`src/rtl/burst_envelope_shaper.sv`:
```
module burst_envelope_shaper #(
  parameter int DW = 10
) (
  input  logic                 clk,
  input  logic                 rst_n,
  input  logic                 smp_en,
  input  logic                 sym_tick,
  input  logic                 up_req,
  input  logic                 down_req,
  input  logic signed [DW-1:0] i_in,
  input  logic signed [DW-1:0] q_in,
  output logic signed [DW-1:0] i_out,
  output logic signed [DW-1:0] q_out,
  output logic                 active
);
  localparam int GW   = 10;
  localparam int HALF = 16;
  localparam int LAST = 2 * HALF;
  localparam int KW   = $clog2(LAST + 1);
  localparam int PW   = DW + GW + 1;
  localparam logic [GW-1:0] GMAX = '1;

  typedef enum logic [1:0] {IDLE, RISE, FULL, FALL} st_t;

  st_t            st, st_eff, st_n;
  logic [KW-1:0]  k, k_base, k_n;
  logic           pend_up, pend_dn;
  logic           go_up, go_dn, abort;
  logic [GW-1:0]  gain, env_q;

  function automatic logic [GW-1:0] quarter(input int m);
    case (m)
      0:  return 10'd0;
      1:  return 10'd2;
      2:  return 10'd10;
      3:  return 10'd22;
      4:  return 10'd39;
      5:  return 10'd60;
      6:  return 10'd86;
      7:  return 10'd116;
      8:  return 10'd150;
      9:  return 10'd187;
      10: return 10'd227;
      11: return 10'd270;
      12: return 10'd316;
      13: return 10'd363;
      14: return 10'd412;
      15: return 10'd461;
      16: return 10'd512;
      default: return 10'd0;
    endcase
  endfunction

  function automatic logic [GW-1:0] env_lut(input int m);
    if (m <= HALF) return quarter(m);
    return GMAX - quarter(LAST - m);
  endfunction

  function automatic logic signed [DW-1:0] scale(input logic signed [DW-1:0] x,
                                                 input logic [GW-1:0] g);
    logic signed [PW-1:0] p;
    p = $signed({{(GW+1){x[DW-1]}}, x}) * $signed({{DW{1'b0}}, 1'b0, g});
    p = p + $signed(PW'(1 << (GW - 1)));
    return p[GW+DW-1:GW];
  endfunction

  assign go_up  = sym_tick && pend_up && (st == IDLE);
  assign go_dn  = sym_tick && pend_dn && (st == RISE || st == FULL);
  assign abort  = go_dn && (st == RISE);
  assign st_eff = go_up ? RISE : (go_dn ? FALL : st);
  assign k_base = (abort && k != '0) ? k - 1'b1 : k;
  assign gain   = env_lut(int'(k_base));
  assign active = (env_q != '0);

  always_comb begin
    st_n = st_eff;
    k_n  = k_base;
    if (smp_en) begin
      case (st_eff)
        RISE: begin
          if (k_base >= KW'(LAST - 1)) begin
            k_n  = KW'(LAST);
            st_n = FULL;
          end else begin
            k_n = k_base + 1'b1;
          end
        end
        FALL: begin
          if (k_base <= KW'(1)) begin
            k_n  = '0;
            st_n = IDLE;
          end else begin
            k_n = k_base - 1'b1;
          end
        end
        default: ;
      endcase
    end
  end

  always_ff @(posedge clk) begin
    if (!rst_n) begin
      st      <= IDLE;
      k       <= '0;
      pend_up <= 1'b0;
      pend_dn <= 1'b0;
    end else begin
      st <= st_n;
      k  <= k_n;
      if (go_up)                           pend_up <= 1'b0;
      else if (up_req && st == IDLE)       pend_up <= 1'b1;
      if (go_dn)                           pend_dn <= 1'b0;
      else if (down_req && (st == RISE || st == FULL)) pend_dn <= 1'b1;
    end
  end

  always_ff @(posedge clk) begin
    if (!rst_n) begin
      i_out <= '0;
      q_out <= '0;
      env_q <= '0;
    end else if (smp_en) begin
      i_out <= scale(i_in, gain);
      q_out <= scale(q_in, gain);
      env_q <= gain;
    end
  end

  function automatic int mag(input logic signed [DW-1:0] v);
    return (v < 0) ? -int'(v) : int'(v);
  endfunction


  zero_when_inactive_chk: assert property (@(posedge clk) disable iff (!rst_n)
    !active |-> (i_out == '0 && q_out == '0));


  hold_without_strobe_chk: assert property (@(posedge clk) disable iff (!rst_n)
    !smp_en |=> ($stable(i_out) && $stable(q_out) && $stable(active)));


  no_gain_above_unity_chk: assert property (@(posedge clk) disable iff (!rst_n)
    smp_en |=> (mag(i_out) <= mag($past(i_in)) && mag(q_out) <= mag($past(q_in))));


  start_on_boundary_chk: assert property (@(posedge clk) disable iff (!rst_n)
    (st == IDLE && !sym_tick) |=> (st == IDLE));


  rise_nondecreasing_chk: assert property (@(posedge clk) disable iff (!rst_n)
    (st == RISE && !sym_tick) |=> (k >= $past(k)));


  idle_level_zero_chk: assert property (@(posedge clk) disable iff (!rst_n)
    (st == IDLE) |-> (k == '0));
endmodule

```
`config.mk`:
```
export PLATFORM = sky130hd
export DESIGN_NAME = burst_envelope_shaper
export DESIGN_NICKNAME = d
export VERILOG_FILES = /design/src/rtl/burst_envelope_shaper.sv
export SDC_FILE = /design/constraint.sdc
export NUM_CORES = 1
export LEC_CHECK = 0
export CAP_MARGIN = 10
export CORE_MARGIN = 8
export CORE_UTILIZATION = 60
export CTS_BUF_LIST = sky130_fd_sc_hd__clkbuf_4 sky130_fd_sc_hd__clkbuf_8 sky130_fd_sc_hd__clkbuf_16
export DETAILED_ROUTE_END_ITERATION = 7
export PLACE_DENSITY = 0.8
export SKIP_LAST_GASP = 1
export SLEW_MARGIN = 20
export SYNTH_ARGS = -nofsm -noshare
export SYNTH_HDL_FRONTEND = slang
export SYNTH_SLANG_ARGS = --single-unit
```
`constraint.sdc`:
```
create_clock -name clk -period 19.35 [get_ports clk]
set_input_delay 5.805 -clock clk [delete_from_list [all_inputs] [get_ports clk]]
set_output_delay 5.805 -clock clk [all_outputs]
set_load 0.01 [all_outputs]
```
==> run_results.csv, run 1 <==
group,metric,value,unit
timing,finalClockSkew,3.54,ps
setup_path,cpPeakStageDelay,740,ps
routing,vias_per_cell,5.80,
pwr,p_leak,5.13,nW
logic_synthesis,ys_ff_latch,40,
pwr,pwr_density_cell,44.6,nW/um^2
die,pin_count,47,
timing,fin_crit,14670,ps
timing,hold_violations,0,
timing,slew_headroom,0.312,
final_layout,fin_cells,1375,
routing,wl_per_cell,16.7,um
logic_synthesis,synth_nets,1439,
routing,drt_iter0_drc,703,
logic_synthesis,syn_inst,1154,
timing,worstMarginPinSlew,1030,ps
clock_tree,cts_tree,"yes",
global_routing,grt_pass1_vias,7985,
global_routing,antenna_found_initial,0,
timing,fin_crit_sh,0.758,
place,dp_slack,4500,ps
logic_synthesis,synth_top_area_share,0.264,
global_routing,grt_start_max_net_pins,32,
clock_tree,cts_resized,0,
final_layout,final_common_cell,"inv_1",
clock_tree,clkTransAtPathRegs,70,ps
logic_synthesis,ys_types,74,
global_routing,grt_pass1_wl,38500,um
setup_path,crit_required,19540,ps
final_layout,design_area,10200,um^2
routing,first_pass_iters,6,
setup_path,cp-start-kind,"input port",
pwr,pwr-share-comb,0.571,
pwr,clkPwrFrac,0.219,
place,gp_congestion,0.886,
pwr,power.switching,0.195,mW
pwr,internal_power,0.259,mW
clock_tree,cts_made_buffers,5,
clock_tree,h-tree-depth,2,
logic_synthesis,synth_area_per_cell,8.16,um^2
die,core_area,15300,um^2
worst_hold_path,hp-class,"reg2reg",
final_layout,antenna_cells,0,
setup_path,crit_slowest_cell,"o21a_1",
routing,drt.antenna.violating_nets,0,
logic_synthesis,synth_area_leaders,"fa_1, ha_1, dfxtp_1",
logic_synthesis,async_reset_ff_frac,0,
logic_synthesis,syn_area,9420,um^2
die,start_util,0.617,
final_layout,syn_to_final_growth,8.11,%
clock_tree,clk_latency,290,ps
place,dp_cells,1367,
global_routing,grt_overflow_total,0,
final_layout,most-common-layout-cells,"inv_1, ha_1, nand2_1, fa_1, and2_1",
final_layout,nets,1448,
clock_tree,clkSinkCount,40,
final_layout,drive_above_1_share,0.0326,
final_layout,n_fill_cell,1285,
logic_synthesis,synth_flop_cell,"dfxtp_1",
pwr,vdd_drop_max,31.8,uV
logic_synthesis,ys_warn_count,0,
pwr,finalPower,0.454,mW
logic_synthesis,synth-edff-count,0,
global_routing,grt_usage,0.235,
run,cap_viol_max_count,0,
timing,setup_viol,0,
routing,drt_wl_total,23000,um
place,io_buffers,46,
pwr,swShare,0.430,
die,std_cell_rows,45,
timing,tns,0,ps
timing,rsz0062_at_grt,"no",
setup_path,crit_fanout,21,
place,place_area,10000,um^2
timing,fmax,0.0681,GHz
setup_path,path_common_cell,"inv_1",
timing,drv_slew,0,
logic_synthesis,yosysTopAreaCell,"fa_1",
status,status,"finished clean",
routing,drc,0,
die,chipWidth,141,um
routing,vias,7971,
clock_tree,cts_setup_buffers,0,
pwr,p_seq_frac,0.210,
die,die_y,141,um
timing,finalWorstSetupSlack,4680,ps
clock_tree,cts_hold_buf,0,
die,fp.dieArea,20000,um^2
clock_tree,cts_root_buf,"clkbuf_16",
place,post-dp-hpwl,17900,um
clock_tree,clk_path_buf_depth,2,
logic_synthesis,yosysSeqAreaShare,0.0850,
setup_path,cp-end-kind,"flop",
setup_path,worstPathArrival,14860,ps
setup_path,worst-setup-path-type,"in2reg",
-- path summary, 6_finish.rpt --
kind | start | slack (ps) | cells after the start | endpoint
max reg2reg | k[0]$_SDFF_PN0_ | 10000 | 34 | i_out[8]$_SDFFE_PN0P_
min reg2reg | q_out[2]$_SDFFE_PN0P_ | 450 | 2 | q_out[2]$_SDFFE_PN0P_
max | sym_tick | 4680 | 33 | i_out[8]$_SDFFE_PN0P_
min | q_out[2]$_SDFFE_PN0P_ | 450 | 2 | q_out[2]$_SDFFE_PN0P_
-- cell families (layout without fill, tap and decap cells) --
family / Yosys count / count (layout) / synth area share
AO/OA/AOI/OAI: 174 / 174 / 0.124
XOR/XNOR: 17 / 17 / 0.0166
adder cells (fa/ha/maj): 259 / 259 / 0.443
buffers and inverters: 256 / 266 / 0.103
flip-flops: 40 / 40 / 0.0850
multiplexers: 16 / 16 / 0.0174
AND/OR/NAND/NOR: 392 / 392 / 0.211
-- per-stage QoR --
stage,hold slack [ps],util
after global routing,476,0.667
after detailed placement,444,0.656
after CTS,453,0.667
after global placement,436,0.656
final,451,0.667
after floorplan,461,-
-- area by class of cell --
type,instances,area (um^2),share of cell area
Multi-Input combinational cell,858,7660,0.752
Tap cell,211,264,0.0259
Inverter,204,766,0.0752
Timing Repair Buffer,54,520,0.0511
Clock inverter,3,46.3,0.00455
Clock buffer,5,125,0.0123
Sequential cell,40,801,0.0787
-- registers in the layout, indices dropped and copies added (netlist names) --
signal,count
q_out,10
env_q,10
st,2
pend_up,1
k,6
pend_dn,1
i_out,10
-- worst max-delay path, delay by kind of cell --
kind	cells	cell delay [ps]
adder cells (fa/ha/maj)	7	3180
AO/OA/AOI/OAI	10	3140
buffers and inverters	9	1310
AND/OR/NAND/NOR	6	1170
multiplexers	1	220
-- metal layers --
layer / track usage / wire length (um) / up-vias
li1: - / - / 3766
met1: 0.304 / 9700 / 3887
met2: 0.402 / 11300 / 273
met3: 0.0285 / 1410 / 45
met4: 0.0792 / 624 / 0
met5: 0 / 0 / -
-- Yosys cell counts (6+ instances only) --
| master | n |
|---|---|
| and2_1 | 100 |
| o21ai_0 | 28 |
| mux2i_1 | 13 |
| ha_1 | 135 |
| nand2b_1 | 7 |
| o21a_1 | 6 |
| or3_1 | 9 |
| o31ai_1 | 7 |
| o21ai_1 | 14 |
| nand3_1 | 17 |
| a31oi_1 | 9 |
| buf_1 | 13 |
| xnor2_1 | 16 |
| nand3b_1 | 6 |
| nand2_1 | 130 |
| dfxtp_1 | 40 |
| clkbuf_1 | 37 |
| a211oi_1 | 12 |
| fa_1 | 124 |
| inv_1 | 200 |
| nor3_1 | 16 |
| nand4_1 | 7 |
| a21oi_1 | 41 |
| nor2_1 | 74 |
-- power groups by stage --
| stage | registers (mW) | logic (mW) | clock network (mW) |
|---|---|---|---|
| finish | 0.0955 | 0.259 | 0.0992 |
| global route | 0.0965 | 0.296 | 0.104 |
| CTS | 0.0955 | 0.260 | 0.101 |
| detailed placement | 0.0973 | 0.257 | 0 |
| global placement | 0.0972 | 0.249 | 0 |
| floorplan | 0.0994 | 0.183 | 0 |
(Power assumes the default switching activity.)
==> run 2, diff against run 1 <==
==> constraint.sdc (replaced) <==
create_clock -name clk -period 15.2 [get_ports clk]
set_input_delay 4.56 -clock clk [delete_from_list [all_inputs] [get_ports clk]]
set_output_delay 4.56 -clock clk [all_outputs]
set_load 0.01 [all_outputs]
==> run_results.csv, run 2 (same netlist as run 1, synthesis figures left out) <==
group,metric,value,unit
routing,drc,0,
die,fp.dieArea,20000,um^2
routing,first_pass_iters,5,
setup_path,crit_required,15390,ps
status,status,"finished clean",
setup_path,path_common_cell,"inv_1",
pwr,finalPower,0.580,mW
setup_path,cp-end-kind,"flop",
timing,slew_headroom,0.387,
worst_hold_path,hp-class,"reg2reg",
place,dp_slack,1620,ps
die,std_cell_rows,45,
routing,drt_iter0_drc,752,
final_layout,drive_above_1_share,0.0343,
clock_tree,cts_made_buffers,5,
worst_hold_path,hold_start,"i_out[0]$_SDFFE_PN0P_",
pwr,p_leak,5.14,nW
timing,tns,0,ps
setup_path,worstPathArrival,13570,ps
clock_tree,cts_root_buf,"clkbuf_16",
clock_tree,cts_hold_buf,0,
setup_path,cp-start-kind,"input port",
setup_path,worst-setup-path-type,"in2reg",
setup_path,crit_fanout,21,
clock_tree,cts_tree,"yes",
run,cap_viol_max_count,0,
setup_path,timing.rr.end,"i_out[8]$_SDFFE_PN0P_",
global_routing,grt_pass1_vias,8060,
timing,rsz0062_at_grt,"no",
die,die_y,141,um
place,gp_congestion,0.898,
routing,drt_wl_total,22700,um
timing,hold_violations,0,
global_routing,antenna_found_initial,0,
routing,vias_per_cell,5.80,
worst_hold_path,min_delay_path_depth,2,
setup_path,worstRegToRegCells,34,
global_routing,grt_util_met2,0.405,
setup_path,worst_r2r_startpoint,"st[0]$_SDFF_PN0_",
routing,vias,7985,
setup_path,crit_buf_inv,9,
setup_path,ff2ff_setup_slack,5890,ps
timing,finalWorstSetupSlack,1820,ps
final_layout,most-common-layout-cells,"inv_1, ha_1, nand2_1, fa_1, and2_1",
clock_tree,clk_path_buf_depth,2,
clock_tree,cts_setup_buffers,0,
timing,finalClockSkew,3.25,ps
global_routing,grt_usage,0.234,
timing,drv_slew,0,
die,core_area,15300,um^2
setup_path,crit_slowest_cell,"o21a_1",
clock_tree,cts_resized,0,
die,start_util,0.617,
timing,worstMarginPinSlew,918,ps
place,post-dp-hpwl,17800,um
final_layout,antenna_cells,0,
global_routing,gr-usage-met1,0.296,
clock_tree,clkSinkCount,40,
clock_tree,clk_latency,290,ps
setup_path,cpPeakStageDelay,750,ps
final_layout,fin_util,0.668,
place,io_buffers,46,
setup_path,cp_top_family,"adder cells",
routing,wl_per_cell,16.5,um
final_layout,nets,1450,
timing,setup_viol,0,
die,pin_count,47,
global_routing,grt_start_max_net_pins,32,
pwr,pwr_density_cell,56.9,nW/um^2
final_layout,largest_registers,"env_q x10, i_out x10, q_out x10",
clock_tree,h-tree-depth,2,
global_routing,busiest_layer,"met2",
global_routing,grt_use_met3,0.0356,
timing,fmax,0.0747,GHz
global_routing,grt_overflow_total,0,
pwr,vdd_drop_max,52.5,uV
worst_hold_path,holdPathEnd,"i_out[0]$_SDFFE_PN0P_",
global_routing,grt_pass1_wl,38500,um
timing,fin_crit_sh,0.880,
timing,fin_crit,13380,ps
die,chipWidth,141,um
clock_tree,clkTransAtPathRegs,70,ps
final_layout,final_common_cell,"inv_1",
final_layout,syn_to_final_growth,8.26,%
routing,drt.antenna.violating_nets,0,
run 2: cell count changes in the layout (fill, tap and decap cells not counted), sizes merged:
cell | previous run | this run
buf | 8 | 10
run 2: routing by layer:
metal,routed length [um],share of wire
met1,9350,0.41
met2,11200,0.49
met3,1670,0.074
met4,470,0.021
met5,0,0
run 2: area by class of cell:
class,count,area (um^2)
clock buffer,5,125
fill,1236,5060
inverter,204,766
multi-input combinational,858,7660
timing repair buffer,56,536
clock inverter,3,46.3
tap,211,264
sequential,40,801
run 2: power by group:
group	internal, mW	switching, mW	leakage (nW)
combinational	0.136	0.194	4.73
sequential	0.115	0.00627	0.327
clock	0.0782	0.0501	0.0804
total	0.330	0.250	5.14
run 2: worst min-delay path, stage by stage, from the launching register on:
cell and delay [ps]:
dfxtp_1 310, nand2_1 50, o21ai_1 50
run 2: worst max-delay path by stage:
stage	start	end	slack, ps	depth (start not counted)
6_report	sym_tick	i_out[8]$_SDFFE_PN0P_	1820	33
5_1_grt	sym_tick	i_out[4]$_SDFFE_PN0P_	1180	31
4_1_cts	sym_tick	i_out[8]$_SDFFE_PN0P_	1930	33
3_5_place_dp	sym_tick	i_out[8]$_SDFFE_PN0P_	1620	33
3_3_place_gp	sym_tick	i_out[8]$_SDFFE_PN0P_	1830	33
2_1_floorplan	sym_tick	i_out[8]$_SDFFE_PN0P_	2730	33
run 2: stage by stage:
step / hold WS [ps] / std cells / area (um^2)
3_5_place_dp: 442 / 1369 / 10000
2_1_floorplan: 461 / 1154 / 9420
6_report: 450 / 1377 / 10200
3_3_place_gp: 436 / 1369 / 10000
5_1_grt: 462 / 1377 / 10200
4_1_cts: 453 / 1377 / 10200
==> run 3, diff against run 2 <==
--- a/config.mk
+++ b/config.mk
@@ -10,7 +10,7 @@
 export CORE_UTILIZATION = 60
 export CTS_BUF_LIST = sky130_fd_sc_hd__clkbuf_4 sky130_fd_sc_hd__clkbuf_8 sky130_fd_sc_hd__clkbuf_16
 export DETAILED_ROUTE_END_ITERATION = 7
-export PLACE_DENSITY = 0.8
+export PLACE_DENSITY_LB_ADDON = 0.12
 export SKIP_LAST_GASP = 1
 export SLEW_MARGIN = 20
 export SYNTH_ARGS = -nofsm -noshare
==> run_results.csv, run 3 (same netlist as run 1, synthesis figures left out) <==
group,metric,value,unit
die,fp.dieArea,20000,um^2
pwr,pwr-share-comb,0.579,
timing,fin_crit,13340,ps
timing,finalWorstSetupSlack,1860,ps
timing,setup_viol,0,
worst_hold_path,hp-class,"reg2reg",
global_routing,antenna_found_initial,0,
setup_path,path_common_cell,"inv_1",
setup_path,crit_slowest_cell,"o22a_1",
pwr,swShare,0.434,
clock_tree,clkSinkCount,40,
timing,hold_violations,0,
pwr,p_seq_frac,0.210,
final_layout,final_common_cell,"inv_1",
clock_tree,h-tree-depth,2,
setup_path,worstRegToRegCells,33,
routing,drt.antenna.violating_nets,0,
final_layout,nets,1452,
clock_tree,cts_resized,0,
clock_tree,clkTransAtPathRegs,60,ps
routing,drc,0,
timing,slew_headroom,0.434,
timing,finalClockSkew,7.76,ps
global_routing,grt_pass1_wl,39200,um
routing,met1_length,10200,um
final_layout,antenna_cells,0,
setup_path,cpPeakStageDelay,800,ps
clock_tree,clk_latency,290,ps
final_layout,n_fill_cell,1309,
routing,first_pass_iters,6,
pwr,power.switching,0.251,mW
routing,drt_iter0_drc,599,
routing,wl_met2,10800,um
pwr,pwr_density_cell,56.8,nW/um^2
final_layout,ff_latch_area,801,um^2
timing,tns,0,ps
timing,worstMarginPinSlew,849,ps
setup_path,cp-end-kind,"flop",
final_layout,most-common-layout-cells,"inv_1, ha_1, nand2_1, fa_1, and2_1",
die,chipWidth,141,um
die,start_util,0.617,
global_routing,grt_overflow_total,0,
final_layout,fin_cells,1379,
setup_path,timing.rr.end,"i_out[4]$_SDFFE_PN0P_",
global_routing,grt_pass1_vias,8112,
final_layout,drive_above_1_share,0.0360,
die,pin_count,47,
routing,vias_per_cell,5.77,
routing,vias,7962,
die,std_cell_rows,45,
final_layout,design_area,10200,um^2
final_layout,largest_registers,"env_q x10, i_out x10, q_out x10",
die,core_area,15300,um^2
setup_path,worstPathArrival,13520,ps
clock_tree,cts_made_buffers,5,
setup_path,crit_required,15380,ps
place,dp_slack,1650,ps
timing,drv_slew,0,
timing,rsz0062_at_grt,"no",
clock_tree,cts_hold_buf,0,
final_layout,multi_input_area,7660,um^2
timing,fmax,0.0749,GHz
timing,fin_crit_sh,0.878,
global_routing,grt_usage,0.238,
run,cap_viol_max_count,0,
routing,drt_wl_total,23000,um
routing,wl_per_cell,16.7,um
setup_path,crit_fanout,21,
pwr,vdd_drop_max,45.0,uV
place,io_buffers,46,
pwr,clkPwrFrac,0.211,
pwr,p_leak,5.15,nW
status,status,"finished clean",
place,post-dp-hpwl,18100,um
place,gp_congestion,0.890,
clock_tree,cts_root_buf,"clkbuf_16",
setup_path,endpoint,"i_out[4]$_SDFFE_PN0P_",
final_layout,syn_to_final_growth,8.38,%
clock_tree,clk_path_buf_depth,2,
die,die_y,141,um
place,place_area,10000,um^2
clock_tree,cts_tree,"yes",
setup_path,ff2ff_setup_slack,5910,ps
setup_path,cp-start-kind,"input port",
global_routing,grt_start_max_net_pins,32,
setup_path,worst_r2r_startpoint,"k[0]$_SDFF_PN0_",
clock_tree,cts_setup_buffers,0,
place,dp_cells,1371,
pwr,internal_power,0.328,mW
routing,top_layer,"met4",
setup_path,setup.worst_path.start,"sym_tick",
setup_path,worst-setup-path-type,"in2reg",
routing,dr_wl_met3,1480,um
==> run 3: metal layers <==
metal | track usage | up-vias
li1 | - | 3761
met1 | 0.315 | 3886
met2 | 0.399 | 272
met3 | 0.0426 | 43
met4 | 0.0532 | 0
met5 | 0 | -
==> run 3: cell type report <==
| type | instances | area share |
|---|---|---|
| repair buffers | 58 | 0.0539 |
| flip-flops and latches | 40 | 0.0785 |
| well taps | 211 | 0.0259 |
| clock inverters | 3 | 0.00417 |
| clock buffers | 5 | 0.0123 |
| inverters | 204 | 0.0750 |
| multi-input cells | 858 | 0.750 |
==> run 3: power by group through the flow <==
stage | clock, mW | combinational, mW | sequential (mW)
after CTS | 0.123 | 0.337 | 0.122
after global routing | 0.128 | 0.385 | 0.123
final | 0.122 | 0.336 | 0.122
after global placement | 0 | 0.329 | 0.124
after floorplan | 0 | 0.233 | 0.127
after detailed placement | 0 | 0.333 | 0.124
==> run 3: metrics by stage <==
step / power (mW) / util / hold slack (ps)
floorplan: 0.359 / - / 461
global placement: 0.453 / 0.658 / 439
detailed placement: 0.457 / 0.658 / 439
CTS: 0.581 / 0.669 / 453
global route: 0.636 / 0.669 / 478
finish: 0.580 / 0.669 / 449
==> run 3: worst max-delay path: cells and delay by family <==
family | cells | cell delay, ps
AND/OR/NAND/NOR | 7 | 1280
adder cells (fa/ha/maj) | 7 | 2980
AO/OA/AOI/OAI | 10 | 3300
XOR/XNOR | 1 | 260
buffers and inverters | 7 | 1100
==> run 3: worst min path at each step <==
stage / from / to / slack, ps / cells after the start
4_1_cts: i_out[6]$_SDFFE_PN0P_ / i_out[6]$_SDFFE_PN0P_ / 450 / 2
5_1_grt: i_out[2]$_SDFFE_PN0P_ / i_out[2]$_SDFFE_PN0P_ / 480 / 2
3_3_place_gp: i_out[6]$_SDFFE_PN0P_ / i_out[6]$_SDFFE_PN0P_ / 440 / 2
3_5_place_dp: q_out[3]$_SDFFE_PN0P_ / q_out[3]$_SDFFE_PN0P_ / 440 / 2
2_1_floorplan: env_q[0]$_SDFFE_PN0P_ / env_q[0]$_SDFFE_PN0P_ / 460 / 2
6_report: i_out[6]$_SDFFE_PN0P_ / i_out[6]$_SDFFE_PN0P_ / 450 / 2
